<file path="src/rtl/dq_pkg.sv">
package dq_pkg;
  localparam int DATA_W = 32;
  localparam int LEN_W  = 11;
  localparam int RA_W   = 3;

  localparam int ST_SOP = 31;
  localparam int ST_EOP = 30;
  localparam int ST_OWN = 29;
  localparam int ST_EOQ = 28;

  localparam int IDLE_REQ_BIT = 3;
  localparam int IDLE_FLAG_BIT = 31;

  localparam logic [RA_W-1:0] RA_ENABLE = 3'd0;
  localparam logic [RA_W-1:0] RA_DMACTL = 3'd1;
  localparam logic [RA_W-1:0] RA_STATUS = 3'd2;
  localparam logic [RA_W-1:0] RA_SRST   = 3'd3;
  localparam logic [RA_W-1:0] RA_HEAD   = 3'd4;
  localparam logic [RA_W-1:0] RA_COMPL  = 3'd5;
  localparam logic [RA_W-1:0] RA_CREDIT = 3'd6;

  typedef enum logic [1:0] {
    ENG_IDLE,
    ENG_FETCH,
    ENG_DATA,
    ENG_WB
  } eng_state_e;
endpackage

</file>
<file path="src/rtl/dq_regs.sv">
module dq_regs
  import dq_pkg::*;
#(
  parameter int FREE_W     = 16,
  parameter int RST_CYCLES = 4
) (
  input  logic              clk,
  input  logic              rst,
  input  logic              reg_we,
  input  logic [RA_W-1:0]   reg_addr,
  input  logic [DATA_W-1:0] reg_wdata,
  output logic [DATA_W-1:0] reg_rdata,
  output logic              irq,
  input  logic              done,
  input  logic [DATA_W-1:0] done_addr,
  input  logic [DATA_W-1:0] done_next,
  input  logic              eng_idle,
  output logic              enable,
  output logic              idle_req,
  output logic [DATA_W-1:0] head,
  output logic              credit_nz,
  output logic              swrst
);
  localparam int CW = $clog2(RST_CYCLES + 1);

  logic              en_q, req_q, irq_q;
  logic [DATA_W-1:0] head_q, compl_q, last_q, rdata_q;
  logic [FREE_W-1:0] credit_q;
  logic [CW-1:0]     rcnt_q;
  logic              busy;
  logic [FREE_W-1:0] credit_add;

  assign busy       = rcnt_q != '0;
  assign credit_add = (reg_we && reg_addr == RA_CREDIT) ? reg_wdata[FREE_W-1:0] : '0;

  always_ff @(posedge clk) begin
    if (rst) begin
      en_q     <= 1'b0;
      req_q    <= 1'b0;
      head_q   <= '0;
      compl_q  <= '0;
      last_q   <= '0;
      credit_q <= '0;
      rcnt_q   <= '0;
      irq_q    <= 1'b0;
      rdata_q  <= '0;
    end else begin
      if (reg_we && reg_addr == RA_ENABLE) en_q  <= reg_wdata[0];
      if (reg_we && reg_addr == RA_DMACTL) req_q <= reg_wdata[IDLE_REQ_BIT];
      if (busy) begin
        rcnt_q   <= rcnt_q - 1'b1;
        head_q   <= '0;
        compl_q  <= '0;
        last_q   <= '0;
        credit_q <= '0;
      end else if (reg_we && reg_addr == RA_SRST && reg_wdata[0]) begin
        rcnt_q   <= CW'(RST_CYCLES);
        head_q   <= '0;
        compl_q  <= '0;
        last_q   <= '0;
        credit_q <= '0;
      end else begin
        if (done) head_q <= done_next;
        else if (reg_we && reg_addr == RA_HEAD && head_q == '0) head_q <= reg_wdata;
        if (done) last_q <= done_addr;
        if (reg_we && reg_addr == RA_COMPL) compl_q <= reg_wdata;
        credit_q <= credit_q + credit_add - FREE_W'(done);
      end
      irq_q <= !busy && (compl_q != last_q);
      case (reg_addr)
        RA_ENABLE: rdata_q <= {31'b0, en_q};
        RA_DMACTL: rdata_q <= DATA_W'(req_q) << IDLE_REQ_BIT;
        RA_STATUS: rdata_q <= DATA_W'(eng_idle) << IDLE_FLAG_BIT;
        RA_SRST:   rdata_q <= {31'b0, busy};
        RA_HEAD:   rdata_q <= head_q;
        RA_COMPL:  rdata_q <= compl_q;
        RA_CREDIT: rdata_q <= DATA_W'(credit_q);
        default:   rdata_q <= '0;
      endcase
    end
  end

  assign reg_rdata = rdata_q;
  assign irq       = irq_q;
  assign enable    = en_q;
  assign idle_req  = req_q;
  assign head      = head_q;
  assign credit_nz = credit_q != '0;
  assign swrst     = busy;

  assert_done_live_head_R7: assert property (@(posedge clk) disable iff (rst)
    done |-> head_q != '0);
  assert_credit_available_R8: assert property (@(posedge clk) disable iff (rst)
    done |-> credit_q != '0);
  assert_head_write_ignored_R6: assert property (@(posedge clk) disable iff (rst)
    (reg_we && reg_addr == RA_HEAD && head_q != '0 && !done && !busy)
    |=> head_q == $past(head_q));
  assert_srst_clears_R11: assert property (@(posedge clk) disable iff (rst)
    busy |=> (head_q == '0 && credit_q == '0 && !irq_q));
endmodule

</file>
<file path="src/rtl/dq_engine.sv">
module dq_engine
  import dq_pkg::*;
#(
  parameter int MEM_AW = 10
) (
  input  logic              clk,
  input  logic              rst,
  input  logic              swrst,
  input  logic              enable,
  input  logic              idle_req,
  input  logic [DATA_W-1:0] head,
  input  logic              credit_nz,
  output logic [MEM_AW-1:0] mem_addr,
  output logic              mem_we,
  output logic [DATA_W-1:0] mem_wdata,
  input  logic [DATA_W-1:0] mem_rdata,
  input  logic              s_valid,
  input  logic [7:0]        s_data,
  input  logic              s_last,
  output logic              s_ready,
  output logic              done,
  output logic [DATA_W-1:0] done_addr,
  output logic [DATA_W-1:0] done_next,
  output logic              eng_idle
);
  localparam int FETCH_LAST = 4;

  eng_state_e        st_q;
  logic [2:0]        fcnt_q;
  logic [DATA_W-1:0] desc_q, nxt_q, acc_q;
  logic [MEM_AW-1:0] buf_q, desc_w;
  logic [LEN_W-1:0]  blen_q, boff_q, boff_n;
  logic              sop_q, eop_q, inpkt_q;
  logic [MEM_AW-1:0] addr_q;
  logic              we_q, done_q;
  logic [DATA_W-1:0] wdata_q, dnext_q;
  logic              start, take, close_d;
  logic [1:0]        lane;
  logic [DATA_W-1:0] acc_n;

  assign desc_w  = desc_q[MEM_AW+1:2];
  assign start   = st_q == ENG_IDLE && !done_q && head != '0 && credit_nz &&
                   (inpkt_q || (enable && !idle_req));
  assign s_ready = st_q == ENG_DATA && !swrst;
  assign take    = s_ready && s_valid;
  assign lane    = boff_q[1:0];
  assign boff_n  = boff_q + 1'b1;
  assign close_d = s_last || boff_n == blen_q;
  assign acc_n   = (lane == 2'd0) ? {24'b0, s_data}
                                  : (acc_q | ({24'b0, s_data} << {lane, 3'b000}));

  always_ff @(posedge clk) begin
    if (rst || swrst) begin
      st_q    <= ENG_IDLE;
      fcnt_q  <= '0;
      desc_q  <= '0;
      nxt_q   <= '0;
      buf_q   <= '0;
      blen_q  <= '0;
      boff_q  <= '0;
      acc_q   <= '0;
      sop_q   <= 1'b1;
      eop_q   <= 1'b0;
      inpkt_q <= 1'b0;
      addr_q  <= '0;
      we_q    <= 1'b0;
      wdata_q <= '0;
      done_q  <= 1'b0;
      dnext_q <= '0;
    end else begin
      we_q   <= 1'b0;
      done_q <= 1'b0;
      case (st_q)
        ENG_IDLE: if (start) begin
          st_q   <= ENG_FETCH;
          desc_q <= head;
          fcnt_q <= '0;
        end
        ENG_FETCH: begin
          fcnt_q <= fcnt_q + 1'b1;
          if (fcnt_q < 3'd3) addr_q <= desc_w + MEM_AW'(fcnt_q);
          if (fcnt_q == 3'd2) nxt_q <= mem_rdata;
          if (fcnt_q == 3'd3) buf_q <= mem_rdata[MEM_AW+1:2];
          if (fcnt_q == 3'(FETCH_LAST)) begin
            blen_q <= mem_rdata[LEN_W-1:0];
            boff_q <= '0;
            st_q   <= ENG_DATA;
          end
        end
        ENG_DATA: if (take) begin
          acc_q  <= acc_n;
          boff_q <= boff_n;
          if (lane == 2'd3 || close_d) begin
            we_q    <= 1'b1;
            addr_q  <= buf_q + MEM_AW'(boff_q[LEN_W-1:2]);
            wdata_q <= acc_n;
          end
          if (close_d) begin
            eop_q <= s_last;
            st_q  <= ENG_WB;
          end
        end
        ENG_WB: begin
          we_q    <= 1'b1;
          addr_q  <= desc_w + MEM_AW'(3);
          wdata_q <= '0;
          wdata_q[ST_SOP] <= sop_q;
          wdata_q[ST_EOP] <= eop_q;
          wdata_q[ST_OWN] <= 1'b0;
          wdata_q[ST_EOQ] <= nxt_q == '0;
          wdata_q[LEN_W-1:0] <= boff_q;
          done_q  <= 1'b1;
          dnext_q <= nxt_q;
          sop_q   <= eop_q;
          inpkt_q <= !eop_q;
          st_q    <= ENG_IDLE;
        end
        default: st_q <= ENG_IDLE;
      endcase
    end
  end

  assign mem_addr  = addr_q;
  assign mem_we    = we_q;
  assign mem_wdata = wdata_q;
  assign done      = done_q;
  assign done_addr = desc_q;
  assign done_next = dnext_q;
  assign eng_idle  = st_q == ENG_IDLE && !inpkt_q && !done_q;

  assert_within_buffer_R4: assert property (@(posedge clk) disable iff (rst)
    (st_q == ENG_DATA) |-> boff_q < blen_q);
  assert_owner_cleared_R3: assert property (@(posedge clk) disable iff (rst)
    done_q |-> (mem_we && !mem_wdata[ST_OWN]));
  assert_eoq_stops_R5: assert property (@(posedge clk) disable iff (rst || swrst)
    (done_q && dnext_q == '0) |=> st_q == ENG_IDLE);
  assert_idle_quiet_R10: assert property (@(posedge clk) disable iff (rst)
    eng_idle |-> !mem_we);
  assert_reset_blocks_stream_R11: assert property (@(posedge clk) disable iff (rst)
    swrst |=> !s_ready);
endmodule

</file>
<file path="src/rtl/desc_rx_dma.sv">
module desc_rx_dma
  import dq_pkg::*;
#(
  parameter int MEM_AW     = 10,
  parameter int FREE_W     = 16,
  parameter int RST_CYCLES = 4
) (
  input  logic              clk,
  input  logic              rst,
  input  logic              reg_we,
  input  logic [2:0]        reg_addr,
  input  logic [31:0]       reg_wdata,
  output logic [31:0]       reg_rdata,
  output logic              irq,
  output logic [MEM_AW-1:0] mem_addr,
  output logic              mem_we,
  output logic [31:0]       mem_wdata,
  input  logic [31:0]       mem_rdata,
  input  logic              s_valid,
  input  logic [7:0]        s_data,
  input  logic              s_last,
  output logic              s_ready
);
  logic              done, eng_idle, enable, idle_req, credit_nz, swrst;
  logic [DATA_W-1:0] done_addr, done_next, head;

  dq_regs #(.FREE_W(FREE_W), .RST_CYCLES(RST_CYCLES)) u_regs (
    .clk(clk), .rst(rst), .reg_we(reg_we), .reg_addr(reg_addr),
    .reg_wdata(reg_wdata), .reg_rdata(reg_rdata), .irq(irq),
    .done(done), .done_addr(done_addr), .done_next(done_next),
    .eng_idle(eng_idle), .enable(enable), .idle_req(idle_req),
    .head(head), .credit_nz(credit_nz), .swrst(swrst)
  );

  dq_engine #(.MEM_AW(MEM_AW)) u_eng (
    .clk(clk), .rst(rst), .swrst(swrst), .enable(enable),
    .idle_req(idle_req), .head(head), .credit_nz(credit_nz),
    .mem_addr(mem_addr), .mem_we(mem_we), .mem_wdata(mem_wdata),
    .mem_rdata(mem_rdata), .s_valid(s_valid), .s_data(s_data),
    .s_last(s_last), .s_ready(s_ready), .done(done),
    .done_addr(done_addr), .done_next(done_next), .eng_idle(eng_idle)
  );
endmodule

</file>
<file path="config.mk">
export PLATFORM = sky130hd
export DESIGN_NAME = desc_rx_dma
export DESIGN_NICKNAME = d
export VERILOG_FILES = /design/src/rtl/dq_pkg.sv /design/src/rtl/dq_regs.sv /design/src/rtl/dq_engine.sv /design/src/rtl/desc_rx_dma.sv
export SDC_FILE = /design/constraint.sdc
export NUM_CORES = 1
export LEC_CHECK = 0
export ABC_CLOCK_PERIOD_IN_PS = 3100
export BUFFER_PORTS_ARGS = -buffer_cell sky130_fd_sc_hd__buf_2
export CORE_ASPECT_RATIO = 0.75
export CORE_UTILIZATION = 55
export CTS_BUF_LIST = sky130_fd_sc_hd__clkbuf_2
export CTS_CLUSTER_SIZE = 10
export DETAILED_ROUTE_END_ITERATION = 10
export GPL_TIMING_DRIVEN = 0
export PLACE_DENSITY = 0.77
export SLEW_MARGIN = 20
export SYNTH_ARGS = -nofsm -noshare
export SYNTH_HDL_FRONTEND = slang
export SYNTH_HIERARCHICAL = 1
export SYNTH_SLANG_ARGS = --single-unit
</file>
<file path="constraint.sdc">
create_clock -name clk -period 3.1 [get_ports clk]
set_input_delay 0.31 -clock clk [delete_from_list [all_inputs] [get_ports clk]]
set_output_delay 0.31 -clock clk [all_outputs]
set_load 0.1 [all_outputs]
</file>
## After elaboration in Yosys (flattened, before gate mapping)

Index checks and enable logic that the tools add are counted.

| word-level totals | value |
|---|---|
| register bits after elaboration | 362 |
| input port bits | 80 |
| output and inout bits | 77 |
| logic and storage cells | 138 |

| operators by class | value |
|---|---|
| $add $sub $neg | 8 |
| magnitude comparators | 1 |
| equal/unequal tests | 21 |
| shift operators | 1 |
| mux-type cells | 28 |
| bitwise operators | 1 |
| reduce and logical (&&, ||, !) cells | 53 |

Operators with widths:

| operator | count |
|---|---|
| case mux 32 bit (7 select lines) | 1 |
| two-way mux 32 bit | 5 |
| logical NOT 32 bit | 2 |
| case mux 32 bit (2 select lines) | 1 |
| != test 32 bit | 1 |
| bitwise OR 32 bit | 1 |
| nonzero test 32 bit | 1 |
| << shifter 8 x 5 -> 32 bit | 1 |
| two-way mux 10 bit | 3 |
| case mux 10 bit (3 select lines) | 1 |
| two-way mux 11 bit | 2 |
| case mux 11 bit (2 select lines) | 1 |
| logical AND 1 bit | 18 |
| adder 16 bit | 1 |
| two-way mux 16 bit | 1 |
| nonzero test 16 bit | 1 |
| subtractor 16 x 1 -> 16 bit | 1 |
| == test 3 x 2 -> 1 bit (second input constant) | 4 |
| == test 3 bit (second input constant) | 4 |
| AND reduction 2 bit | 6 |
| adder 11 x 1 -> 11 bit (second input constant) | 1 |
| == test 11 bit | 1 |
| adder 10 x 2 -> 10 bit (second input constant) | 1 |
| adder 10 x 3 -> 10 bit | 1 |
| 24 further kinds | 53 |

## Depth between registers and ports, before layout

| logic depth | value |
|---|---|
| depth in word-level cells | 7 |
| gate-level depth with buffers | 14 |
| mapped depth without buffers | 14 |

## By module

Netlist, hierarchy kept.

By module, submodules not included:

| module | instances | cells each | area an instance (um^2) | seq. area each (um^2) |
|---|---|---|---|---|
| dq_engine | 1 | 1095 | 9402.8 | 4244.1 |
| dq_regs | 1 | 831 | 7285.7 | 3002.9 |

## Worst setup path before layout

No wires, ideal clock.

| timing path | value |
|---|---|
| path type | register to register |
| start point | register u_eng.st_q[0] |
| end point | register u_eng.addr_q[6], in the netlist u_eng/mem_addr[6] |
| library setup time | 0.072 ns |
| data arrival time | 3.717 ns |
| data required time | 3.028 ns |
| path slack | -0.689 ns |
| cell stages (with the launch flop) | 10 |
| buffers on the path | 1 |
| period minus slack after synthesis | 3.789 ns |
| cells stage by stage | dfxtp_1 > inv_1 > ha_1 > clkbuf_1 > inv_1 > nor2_1 > nand2_1 > or4_4 > nand2_2 > mux2i_1 |

| on the way | value |
|---|---|
| cells in the longest elaborated chain, start to end | 5 |
| elaborated cells between the ends (all ways) | 11 |
| classes of those cells | 6 x eq/ne; 1 x mux; 4 x reduce/logical |

Ends and longest elaborated chain:

| item | RTL line | source |
|---|---|---|
| start: declaration | dq_engine.sv:28 | `eng_state_e st_q;` |
| start signal: assignment | dq_engine.sv:54 | `st_q <= ENG_IDLE;` |
| start signal: assignment | dq_engine.sv:75 | `st_q <= ENG_FETCH;` |
| start signal: assignment | dq_engine.sv:87 | `st_q <= ENG_DATA;` |
| == test 2 bit | dq_engine.sv:44 | `assign s_ready = st_q == ENG_DATA && !swrst;` |
| logical AND 1 bit | dq_engine.sv:44 |  |
| via s_ready | desc_rx_dma.sv:22 | `output logic s_ready` |
| logical AND 1 bit | dq_engine.sv:45 | `assign take = s_ready && s_valid;` |
| != test 2 x 1 -> 1 bit (no source line) | n/a |  |
| AND reduction 4 bit (no source line) | n/a |  |
| end signal: assignment | dq_engine.sv:81 | `if (fcnt_q < 3'd3) addr_q <= desc_w + MEM_AW'(fcnt_q);` |
| end signal: assignment | dq_engine.sv:95 | `addr_q <= buf_q + MEM_AW'(boff_q[LEN_W-1:2]);` |
| end signal: assignment | dq_engine.sv:105 | `addr_q <= desc_w + MEM_AW'(3);` |
| end: declaration | dq_engine.sv:34 | `logic [MEM_AW-1:0] addr_q;` |

The timed path passes the listed nets, and every way through them passes these cells.
A chain may end at the register's enable or synchronous reset.

## Final worst setup path

| timing path | value |
|---|---|
| start point | register u_eng.boff_q[1] |
| end point | register u_eng.addr_q[7], in the netlist u_eng/mem_addr[7] |

| on the way | value |
|---|---|
| cells in the longest elaborated chain, start to end | 6 |
| elaborated cells between the ends (all ways) | 7 |
| classes of those cells | 1 x add/sub; 3 x eq/ne; 3 x reduce/logical |

Ends and longest elaborated chain:

| item | RTL line | source |
|---|---|---|
| start: declaration | dq_engine.sv:32 | `logic [LEN_W-1:0] blen_q, boff_q, boff_n;` |
| start signal: assignment | dq_engine.sv:92 | `boff_q <= boff_n;` |
| adder 11 x 1 -> 11 bit | dq_engine.sv:47 | `assign boff_n = boff_q + 1'b1;` |
| == test 11 bit | dq_engine.sv:48 | `assign close_d = s_last \|\| boff_n == blen_q;` |
| logical OR 1 bit | dq_engine.sv:48 |  |
| logical OR 1 bit (*) | dq_engine.sv:93 | `if (lane == 2'd3 \|\| close_d) begin` |
| != test 2 bit (no source line) (*) | n/a |  |
| AND reduction 4 bit (no source line) (*) | n/a |  |

Mark *: on every way between the ends. The rest lies on a longest branch, timed or not.

==> flow_summary.toml <==
[drt]
first_pass_iters = 6
vias_per_cell = 5.86
drc_errors = 0
dr.first_iter.drc_count = 1703
drt_wl_total_mm = 53.9
vias = 15900
wl_per_cell_um = 19.8
postRouteAntennaNets = 0

[die]
fp.dieW_um = 203
die_h_um = 153
dieArea_mm2 = 0.0311
initial_utilization_pct = 56.7
rows = 54
core_region_area_mm2 = 0.0295
ios = 157

[synth]
synth_top_flop_cell = "dfxtp_1"
async_flop_share_pct = 0
synthCells = 1926
yosysWarnings = 6
ys_seq_elements = 362
yosysUniqueCellTypes = 75
synth_edf_count = 0
syn_avg_cell_area_um2 = 8.66
synth.cell_area_mm2 = 0.0167
seq_area_frac_synth_pct = 43.4
synth_fp_nets = 2061

[worst_setup_path]
crit_required_ns = 3.92
cp.arrival_ns = 3.81
path_buf_inv = 2
r2r_cells = 10
crit_cells = 10
cp_cell_sequence = "clkbuf_4 > inv_1 > ha_2 > xor2_1 > a211o_1 > nor4_4 > nand4b_4 > or4_4 > nand2_4 > mux2i_1"
startpoint_type = "register"
max_stage_delay_ns = 0.49
critPathMaxFanout = 10
slowest_stage = "or4_4"
critical_path_class = "register to register"
end_kind = "register"
path_delay_family = "simple AND/OR/NAND/NOR gates"

[layout]
layout.nets = 2394
design_area_mm2 = 0.0197
final_util_pct = 67.0
drive_above_1_share_pct = 16.8
area_growth_pct = 18.2

[clock_network]
clkSinkCount = 362
clock_latency_ns = 0.94
htreeDepth = 3
cts-root-buf = "clkbuf_2"
path_clk_slew_ns = 0.10
cts_inserted_buffers = 88
cts_tree = "done"
clk_path_buf_depth = 3

[place]
port_buffers = 147
place_area_mm2 = 0.0179
dpl.hpwl_mm = 39.8
gp_congestion = 0.980

[power]
powerDensity_mw_per_mm2 = 544
ir_worst_vdd_uv = 272
p_leak_nw = 8.08

[sta]
worst_slew_pin_slew_ns = 1.04
hold_violations = 0
slew_viol_final = 0
whs_ns = 0.103
fmax_mhz = 335
finalCriticalPeriod_ns = 2.98
period_share_pct = 96.2
report.final.setup_viol = 0
tns_ns = 0
clock_skew_ns = 0.0609
slew_headroom_pct = 30.0

[job]
drv_cap = 0

[global_routing]
antenna_found_initial = 1
grt-ovfl-total = 0
grt_pass1_vias = 14800
grt_usage_pct = 34.3
grt_max_degree = 13
grt_pass1_wl_mm = 82.8

[outcome]
status = "finished clean"

[hold_path]
hold_depth = 5
min_path_type = "input pin to register"
## final cells by class
class / count / area, µm²
Tap cell: 392 / 490
Sequential cell: 362 / 7250
Antenna cell: 1 / 2.50
Clock inverter: 31 / 154
Inverter: 70 / 263
Fill cell: 2552 / 9730
Multi-Input combinational cell: 1375 / 8700
Timing Repair Buffer: 243 / 1690
Buffer: 119 / 544
Clock buffer: 127 / 636
## worst paths after layout
kind / start / to / slack [ns]
min reg2reg: u_eng/mem_wdata[13] / u_eng/mem_wdata[13] / 0.46
max: u_eng/boff_q[1] / u_eng/mem_addr[7] / 0.12
min: reg_addr[1] / u_regs/reg_rdata[4] / 0.10
max reg2reg: u_eng/boff_q[1] / u_eng/mem_addr[7] / 0.12
## Yosys cell counts, types with 27 or more instances
| master | count | area share, % |
|---|---|---|
| dfxtp_1 | 362 | 43 |
| nor4_1 | 31 | 1.2 |
| a211oi_1 | 52 | 2.3 |
| xnor2_1 | 55 | 2.9 |
| inv_1 | 68 | 1.5 |
| nor2b_1 | 42 | 1.6 |
| nand2_1 | 245 | 5.5 |
| nand3_1 | 27 | 0.81 |
| clkbuf_1 | 74 | 1.7 |
| o21ai_0 | 44 | 1.3 |
| nor3_2 | 30 | 1.8 |
| buf_2 | 34 | 1.0 |
| nor2_1 | 235 | 5.3 |
| a21oi_1 | 174 | 5.2 |
| ha_1 | 52 | 3.9 |
| nor3_1 | 32 | 0.96 |
| mux2i_1 | 152 | 9.1 |
## cells in the final DEF (no fill, tap or decap), drive strengths merged, types with 7 or more instances in the layout
cell,instances
nand2,246
nor2,237
dfxtp,362
and2,7
o21ai,46
mux2i,152
clkbuf,201
clkinv,27
a221o,8
nor3,64
inv,72
a211oi,52
nand4,24
o31ai,9
a21oi,174
xor2,15
xnor2,55
nand3,28
ha,52
a21o,24
nor4,33
and3,15
buf,196
nor2b,42
dlygate4sd3,92
a22oi,11
## flip-flops by register name, indices dropped and copies added (netlist names), 2 cells and up
register / cells
u_eng/acc_q: 32
u_eng/blen_q: 11
u_eng/boff_q: 11
u_eng/buf_q: 10
u_eng/done_addr: 32
u_eng/done_next: 32
u_eng/fcnt_q: 3
u_eng/mem_addr: 10
u_eng/mem_wdata: 32
u_eng/nxt_q: 32
u_eng/st_q: 2
u_regs/compl_q: 32
u_regs/credit_q: 16
u_regs/head: 32
u_regs/last_q: 32
u_regs/rcnt_q: 3
u_regs/reg_rdata: 32
## metrics by stage
step                      power (mW)  worst slack [ns]  instances
final                           10.7             0.119       2720
after global placement          7.43            -0.546       2465
after CTS                       10.7            0.0237       2716
after floorplan                 6.65             0.118       1926
after detailed placement        7.48            -0.544       2465
after global routing            11.2          -0.00903       2720
## cells by family (layout without fill, tap and decap cells)
kind of cell               count (synthesis)  after routing  share of synthesized area [%]
and+or+nand+nor                          730            730                           21.1
xor gates and xnor gates                  70             70                           3.67
other                                      0              1                              0
DFF                                      362            362                           43.4
buffers and inverters                    189            590                           4.75
muxes                                    153            153                           9.18
adders and majority gates                 55             55                           4.26
AOI/OAI and AO/OA                        367            367                           13.6
## worst register-to-register path, cell delays in order (launching register included)
cell and delay (ns):
dfxtp_2 0.44, clkbuf_4 0.25, inv_1 0.10, ha_2 0.42, xor2_1 0.09, a211o_1 0.26
nor4_4 0.24, nand4b_4 0.21, or4_4 0.50, nand2_4 0.16, mux2i_1 0.20
## report_power, final
group / switching [mW] / internal [mW]
clock: 1.97 / 1.19
combinational: 1.89 / 0.843
sequential: 0.0966 / 4.75
total: 3.96 / 6.78
## per-layer routing
layer / share of wire, % / global-route usage, % / vias to the layer above
met4: 1.7 / 9.20 / 0
li1: - / - / 7371
met2: 41 / 48.9 / 856
met3: 11 / 7.14 / 104
met1: 46 / 51.7 / 7609
met5: 0 / 0 / -
## repair_timing
| action | in CTS | in global routing |
|---|---|---|
| hold buffers | 92 | 0 |
| hold endpoints to repair | 183 | 0 |
| buffers inserted | 1 | 3 |
| resized for setup | 9 | 14 |
| setup endpoints to repair | 54 | 51 |
| pin swaps | 1 | 1 |
Power figures use the tool's default switching activity.
